==> config.mk <==
export PLATFORM = sky130hd
export DESIGN_NAME = scl_divgen
export DESIGN_NICKNAME = d
export VERILOG_FILES = /design/src/rtl/scl_gen_pkg.sv /design/src/rtl/scl_field_sel.sv /design/src/rtl/scl_phase_seq.sv /design/src/rtl/scl_strobe_dec.sv /design/src/rtl/scl_divgen.sv
export SDC_FILE = /design/constraint.sdc
export NUM_CORES = 1
export LEC_CHECK = 0
export BUFFER_PORTS_ARGS = -buffer_cell sky130_fd_sc_hd__buf_4
export CORE_AREA = 2 2 55 57
export DETAILED_ROUTE_END_ITERATION = 8
export DIE_AREA = 0 0 57 59
export MAX_ROUTING_LAYER = met4
export PLACE_DENSITY = 0.8
export RECOVER_POWER = 100
export SLEW_MARGIN = 10
export SYNTH_ARGS = -nofsm -noshare
export SYNTH_HDL_FRONTEND = slang
export SYNTH_SLANG_ARGS = --single-unit
export TNS_END_PERCENT = 20
==> constraint.sdc <==
create_clock -name clk -period 6.75 [get_ports clk]
set_clock_uncertainty 0.1 [all_clocks]
set_input_delay 0.3375 -clock clk [delete_from_list [all_inputs] [get_ports clk]]
set_output_delay 0.3375 -clock clk [all_outputs]
set_load 0.01 [all_outputs]
==> src/rtl/scl_gen_pkg.sv <==
package scl_gen_pkg;

    // Fixed number of cycles added to every programmed phase field
    localparam int unsigned PHASE_OFFSET = 2;

    typedef enum logic [1:0] {
        PH_IDLE = 2'd0,
        PH_LOW  = 2'd1,
        PH_HIGH = 2'd2
    } scl_phase_e;

    // Strobe bundle handed from the decoder to the top
    typedef struct packed {
        logic scl;
        logic rise;
        logic fall;
        logic mid_high;
        logic mid_low;
    } scl_strobe_t;

endpackage

==> src/rtl/scl_field_sel.sv <==
module scl_field_sel
    import scl_gen_pkg::*;
#(
    parameter int unsigned FIELD_W = 8,
    localparam int unsigned CNT_W  = FIELD_W + 1
) (
    input  logic [2*FIELD_W-1:0] div_word,
    output logic [CNT_W-1:0]     hi_len,
    output logic [CNT_W-1:0]     lo_len
);
    logic [FIELD_W-1:0] hi_field;
    logic [FIELD_W-1:0] lo_field;

    assign hi_field = div_word[2*FIELD_W-1:FIELD_W];
    assign lo_field = div_word[FIELD_W-1:0];

    always_comb begin
        hi_len = {1'b0, hi_field} + CNT_W'(PHASE_OFFSET);
        lo_len = {1'b0, lo_field} + CNT_W'(PHASE_OFFSET);
    end
endmodule

==> src/rtl/scl_phase_seq.sv <==
module scl_phase_seq
    import scl_gen_pkg::*;
#(
    parameter int unsigned CNT_W = 9
) (
    input  logic             clk,
    input  logic             rst,
    input  logic             run,
    input  logic [CNT_W-1:0] hi_len,
    input  logic [CNT_W-1:0] lo_len,
    output scl_phase_e       phase,
    output logic [CNT_W-1:0] cnt,
    output logic [CNT_W-1:0] mid_idx
);
    typedef struct packed {
        scl_phase_e       ph;
        logic [CNT_W-1:0] cnt;
        logic [CNT_W-1:0] len;
        logic [CNT_W-1:0] mid;
    } seq_t;

    seq_t cur, nxt;
    logic last_cycle;

    assign last_cycle = (cur.cnt == cur.len - CNT_W'(1));

    always_comb begin
        nxt = cur;
        if (!run) begin
            nxt.ph  = PH_IDLE;
            nxt.cnt = '0;
            nxt.len = '0;
            nxt.mid = '0;
        end else begin
            unique case (cur.ph)
                PH_IDLE: begin
                    nxt.ph  = PH_LOW;
                    nxt.cnt = '0;
                    nxt.len = lo_len;
                    nxt.mid = lo_len >> 1;
                end
                PH_LOW: begin
                    if (last_cycle) begin
                        nxt.ph  = PH_HIGH;
                        nxt.cnt = '0;
                        nxt.len = hi_len;
                        nxt.mid = hi_len >> 1;
                    end else begin
                        nxt.cnt = cur.cnt + CNT_W'(1);
                    end
                end
                PH_HIGH: begin
                    if (last_cycle) begin
                        nxt.ph  = PH_LOW;
                        nxt.cnt = '0;
                        nxt.len = lo_len;
                        nxt.mid = lo_len >> 1;
                    end else begin
                        nxt.cnt = cur.cnt + CNT_W'(1);
                    end
                end
                default: begin
                    nxt.ph  = PH_IDLE;
                    nxt.cnt = '0;
                end
            endcase
        end
    end

    always_ff @(posedge clk) begin
        if (rst) begin
            cur.ph  <= PH_IDLE;
            cur.cnt <= '0;
            cur.len <= '0;
            cur.mid <= '0;
        end else begin
            cur <= nxt;
        end
    end

    assign phase   = cur.ph;
    assign cnt     = cur.cnt;
    assign mid_idx = cur.mid;
endmodule

==> src/rtl/scl_strobe_dec.sv <==
module scl_strobe_dec
    import scl_gen_pkg::*;
#(
    parameter int unsigned CNT_W = 9
) (
    input  scl_phase_e       phase,
    input  logic [CNT_W-1:0] cnt,
    input  logic [CNT_W-1:0] mid_idx,
    output scl_strobe_t      strb
);
    logic at_start;
    logic at_mid;

    assign at_start = (cnt == '0);
    assign at_mid   = (cnt == mid_idx);

    always_comb begin
        strb.scl      = (phase != PH_LOW);
        strb.fall     = (phase == PH_LOW)  && at_start;
        strb.rise     = (phase == PH_HIGH) && at_start;
        strb.mid_low  = (phase == PH_LOW)  && at_mid;
        strb.mid_high = (phase == PH_HIGH) && at_mid;
    end
endmodule

==> src/rtl/scl_divgen.sv <==
module scl_divgen
    import scl_gen_pkg::*;
#(
    parameter int unsigned FIELD_W = 8,
    localparam int unsigned CNT_W  = FIELD_W + 1
) (
    input  logic                 clk,
    input  logic                 rst,
    input  logic                 run_i,
    input  logic [2*FIELD_W-1:0] div_word_i,
    output logic                 scl_o,
    output logic                 scl_rise_o,
    output logic                 scl_fall_o,
    output logic                 mid_high_o,
    output logic                 mid_low_o
);
    logic [CNT_W-1:0] hi_len;
    logic [CNT_W-1:0] lo_len;
    scl_phase_e       phase;
    logic [CNT_W-1:0] cnt;
    logic [CNT_W-1:0] mid_idx;
    scl_strobe_t      strb;

    scl_field_sel #(.FIELD_W(FIELD_W)) u_fields (
        .div_word (div_word_i),
        .hi_len   (hi_len),
        .lo_len   (lo_len)
    );

    scl_phase_seq #(.CNT_W(CNT_W)) u_seq (
        .clk     (clk),
        .rst     (rst),
        .run     (run_i),
        .hi_len  (hi_len),
        .lo_len  (lo_len),
        .phase   (phase),
        .cnt     (cnt),
        .mid_idx (mid_idx)
    );

    scl_strobe_dec #(.CNT_W(CNT_W)) u_dec (
        .phase   (phase),
        .cnt     (cnt),
        .mid_idx (mid_idx),
        .strb    (strb)
    );

    assign scl_o      = strb.scl;
    assign scl_rise_o = strb.rise;
    assign scl_fall_o = strb.fall;
    assign mid_high_o = strb.mid_high;
    assign mid_low_o  = strb.mid_low;
endmodule

==> flow_metrics.env <==
export IMPL_routed_via_density=5.91
export IMPL_synthTopCellsByArea="dfxtp_1 (25%), xnor2_1 (12%), mux2i_1 (7.0%), nand2_1 (6.0%), xor2_1 (4.5%)"
export IMPL_setup_tns_ns=0
export IMPL_post_route_period_util_pct=47.9
export IMPL_hp_start="div_word_i[0]"
export IMPL_grt_use_total_pct=23.8
export IMPL_critPathTopFamily="compound AO/OA/AOI/OAI gates"
export IMPL_timing_critical_path_cells="or4_1 > o311ai_0 > nand3b_1 > o211ai_1 > maj3_1 > mux2i_1"
export IMPL_dpl_worst_slack_ns=3.74
export IMPL_place_gp_congestion=0.853
export IMPL_slew_violations=0
export IMPL_reg2reg_setup_slack_ns=3.52
export IMPL_min_to="u_seq.cur[9]$_SDFFE_PP0P_"
export IMPL_synth_area_per_cell_sq_um=7.67
export IMPL_r2r_start="u_seq.cur[11]$_SDFFE_PP0P_"
export IMPL_place_area_sq_um=1710
export IMPL_path_max_fanout=11
export IMPL_holdPathStages=4
export IMPL_core_area_sq_um=2710
export IMPL_synthFlopType="dfxtp_1"
export IMPL_cts_setup_buffers=0
export IMPL_clock_sinks=20
export IMPL_rsz0062_at_grt="no"
export IMPL_relSlewSlack_pct=44.2
export IMPL_power_density_nw_per_um2=144
export IMPL_dp_hpwl_mm=2.76
export IMPL_crit_buf_inv=0
export IMPL_final_cell_area_sq_um=1720
export IMPL_yosys_warnings=0
export IMPL_io_buffer_count=23
export IMPL_cts_root_buf="clkbuf_4"
export IMPL_synthDominantCellAreaShare_pct=25.5
export IMPL_nNetsFinal=239
export IMPL_syn_inst=205
export IMPL_status="finished clean"
export IMPL_peakVddDrop_mv=0.101
export IMPL_hold_viol=0
export IMPL_io_pins=24
export IMPL_drtIter0Drc=53
export IMPL_ys_types=40
export IMPL_numCtsBuffers=3
export IMPL_clk_path_buf_depth=2
export IMPL_seq_area_frac_synth_pct=25.5
export IMPL_tightest_slew_ns=0.833
export IMPL_initial_core_util_pct=58.0
export IMPL_worstSetupStartpointType="flip-flop"
export IMPL_wirelength_mm=3.44
export IMPL_slowest_delay_ns=0.68
export IMPL_clock_latency_ns=0.29
export IMPL_htreeDepth=1
export IMPL_wl_per_cell_microns=14.0
export IMPL_p_leak_nw=0.700
export IMPL_async_flop_share_pct=0
export IMPL_hp_class="in2reg"
export IMPL_synthToLayoutAreaGrowth_pct=9.71
export IMPL_crit_path_top_delay_cell="o211ai_1"
export IMPL_synth_most_common_cell="nand2_1"
export IMPL_reg2reg_depth=6
export IMPL_synth_fp_nets=228
export IMPL_detail_route_antenna_nets=0
export IMPL_reg2reg_to="u_seq.cur[15]$_SDFFE_PP0P_"
export IMPL_die_h_microns=59
export IMPL_synth_edff_count=0
export IMPL_rows=19
export IMPL_clock_fmax_mhz=309
export IMPL_grt_pass1_vias=1396
export IMPL_crit_type="reg2reg"
export IMPL_cap_violations=0
export IMPL_fin_crit_ns=3.23
export IMPL_clk_pin_slew_ns=0.10
export IMPL_drc_errors=0
export IMPL_vias=1454
export IMPL_antenna_found_initial=0
export IMPL_grt_max_degree=20
export IMPL_cp_required_ns=6.87
export IMPL_fin_ws_ns=3.52
export IMPL_grt_pass1_wl_mm=6.08
export IMPL_first_pass_iters=4
export IMPL_ys_top_cells_by_count="nand2_1 (25), xnor2_1 (22), dfxtp_1 (20)"
export IMPL_grt_overflow_total=0
export IMPL_cts_resized=0
export IMPL_drive_gt1_share_pct=11.6
export IMPL_syn_area_sq_um=1570
export IMPL_cp_data_arrival_time_ns=3.36
export IMPL_yosysTopAreaCell="dfxtp_1"
export IMPL_hold_buffers=0
export IMPL_finalSetupViolations=0
export IMPL_chipWidth_microns=57
export IMPL_antenna_cells=0
export IMPL_n_fill_cell=234
export IMPL_dieArea_sq_um=3360
export IMPL_cp_end_kind="flip-flop"
export IMPL_cts_tree="done"
export IMPL_ys_seq_elements=20
## flip-flops by register name, summed over array words and instances (netlist names)
| register | cells |
|---|---|
| u_seq.cnt | 9 |
| u_seq.cur | 8 |
| u_seq.mid_idx | 1 |
| u_seq.phase | 2 |
## metal layers
layer | share of wire [%] | global-route usage (%) | wire length, microns | up-vias
met1 | 42 | 27.7 | 1450 | 664
met2 | 50 | 40.7 | 1730 | 54
met4 | 1.8 | 12.0 | 61 | 0
met5 | 0 | - | 0 | -
met3 | 5.6 | 2.62 | 194 | 6
li1 | - | - | - | 730
## logic make-up after synthesis
kind of cell | after synthesis | synth area share (%)
XOR/XNOR | 30 | 16.7
multiplexers | 11 | 7.01
adder cells (fa/ha/maj) | 5 | 3.90
buffers and inverters | 26 | 6.93
AO/OA/AOI/OAI | 28 | 13.2
AND/OR/NAND/NOR | 85 | 26.8
flip-flops | 20 | 25.5
## final cells by class
| class | count | area (sq um) | share of cell area [%] |
|---|---|---|---|
| well taps | 31 | 38.8 | 2.25 |
| repair buffers | 24 | 161 | 9.36 |
| inverters | 8 | 30.0 | 1.74 |
| flip-flops and latches | 20 | 400 | 23.2 |
| multi-input cells | 159 | 1060 | 61.3 |
| clock buffers | 4 | 36.3 | 2.10 |
## worst register-to-register path, cell delays in order (launching register included)
cell	delay (ns)
dfxtp_1	0.39
or4_1	0.64
o311ai_0	0.39
nand3b_1	0.13
o211ai_1	0.68
maj3_1	0.57
mux2i_1	0.25
## report_power, final
group / internal [mW] / switching [mW]
registers: 0.121 / 0.00625
clock network: 0.0329 / 0.0341
logic: 0.0274 / 0.0266
total: 0.181 / 0.0670
## worst max path at each step
stage	slack (ns)	cells after the start	end	start
after detailed placement	3.74	6	u_seq.cur[15]$_SDFFE_PP0P_	u_seq.cur[11]$_SDFFE_PP0P_
final	3.52	6	u_seq.cur[15]$_SDFFE_PP0P_	u_seq.cur[11]$_SDFFE_PP0P_
after floorplan	4.15	10	u_seq.cur[10]$_SDFFE_PP0P_	u_seq.cur[10]$_SDFFE_PP0P_
after global placement	3.86	6	u_seq.cur[11]$_SDFFE_PP0P_	u_seq.cur[11]$_SDFFE_PP0P_
after global routing	3.23	6	u_seq.cur[15]$_SDFFE_PP0P_	u_seq.cur[11]$_SDFFE_PP0P_
after CTS	3.67	6	u_seq.cur[15]$_SDFFE_PP0P_	u_seq.cur[11]$_SDFFE_PP0P_
## through the flow
stage	std cells	power (mW)	hold WS, ns	utilization [%]
after floorplan	205	0.167	0.371	-
after global placement	242	0.183	0.412	63.2
after detailed placement	242	0.186	0.423	63.2
after CTS	246	0.253	0.315	64.5
after global routing	246	0.262	0.347	63.6
final	246	0.248	0.321	63.6
## placed cells by master (no fill, tap or decap), types with 2 or more instances in the layout
cell type	n
or3_1	4
ha_1	4
o211ai_1	3
inv_1	8
dfxtp_1	20
xnor2_1	22
o21ba_2	2
or4_1	2
mux2i_1	11
nand4_1	6
xor2_1	8
a22oi_1	2
and3_1	7
o31a_1	2
nor2_1	16
a21oi_1	3
clkbuf_4	3
nand2_1	25
o21ai_0	7
nand3b_1	2
nor2b_1	2
nor4_1	2
nor3_1	3
o211a_1	2
buf_4	19
nand3_1	13
clkbuf_1	5
Power figures use the tool's default switching activity.
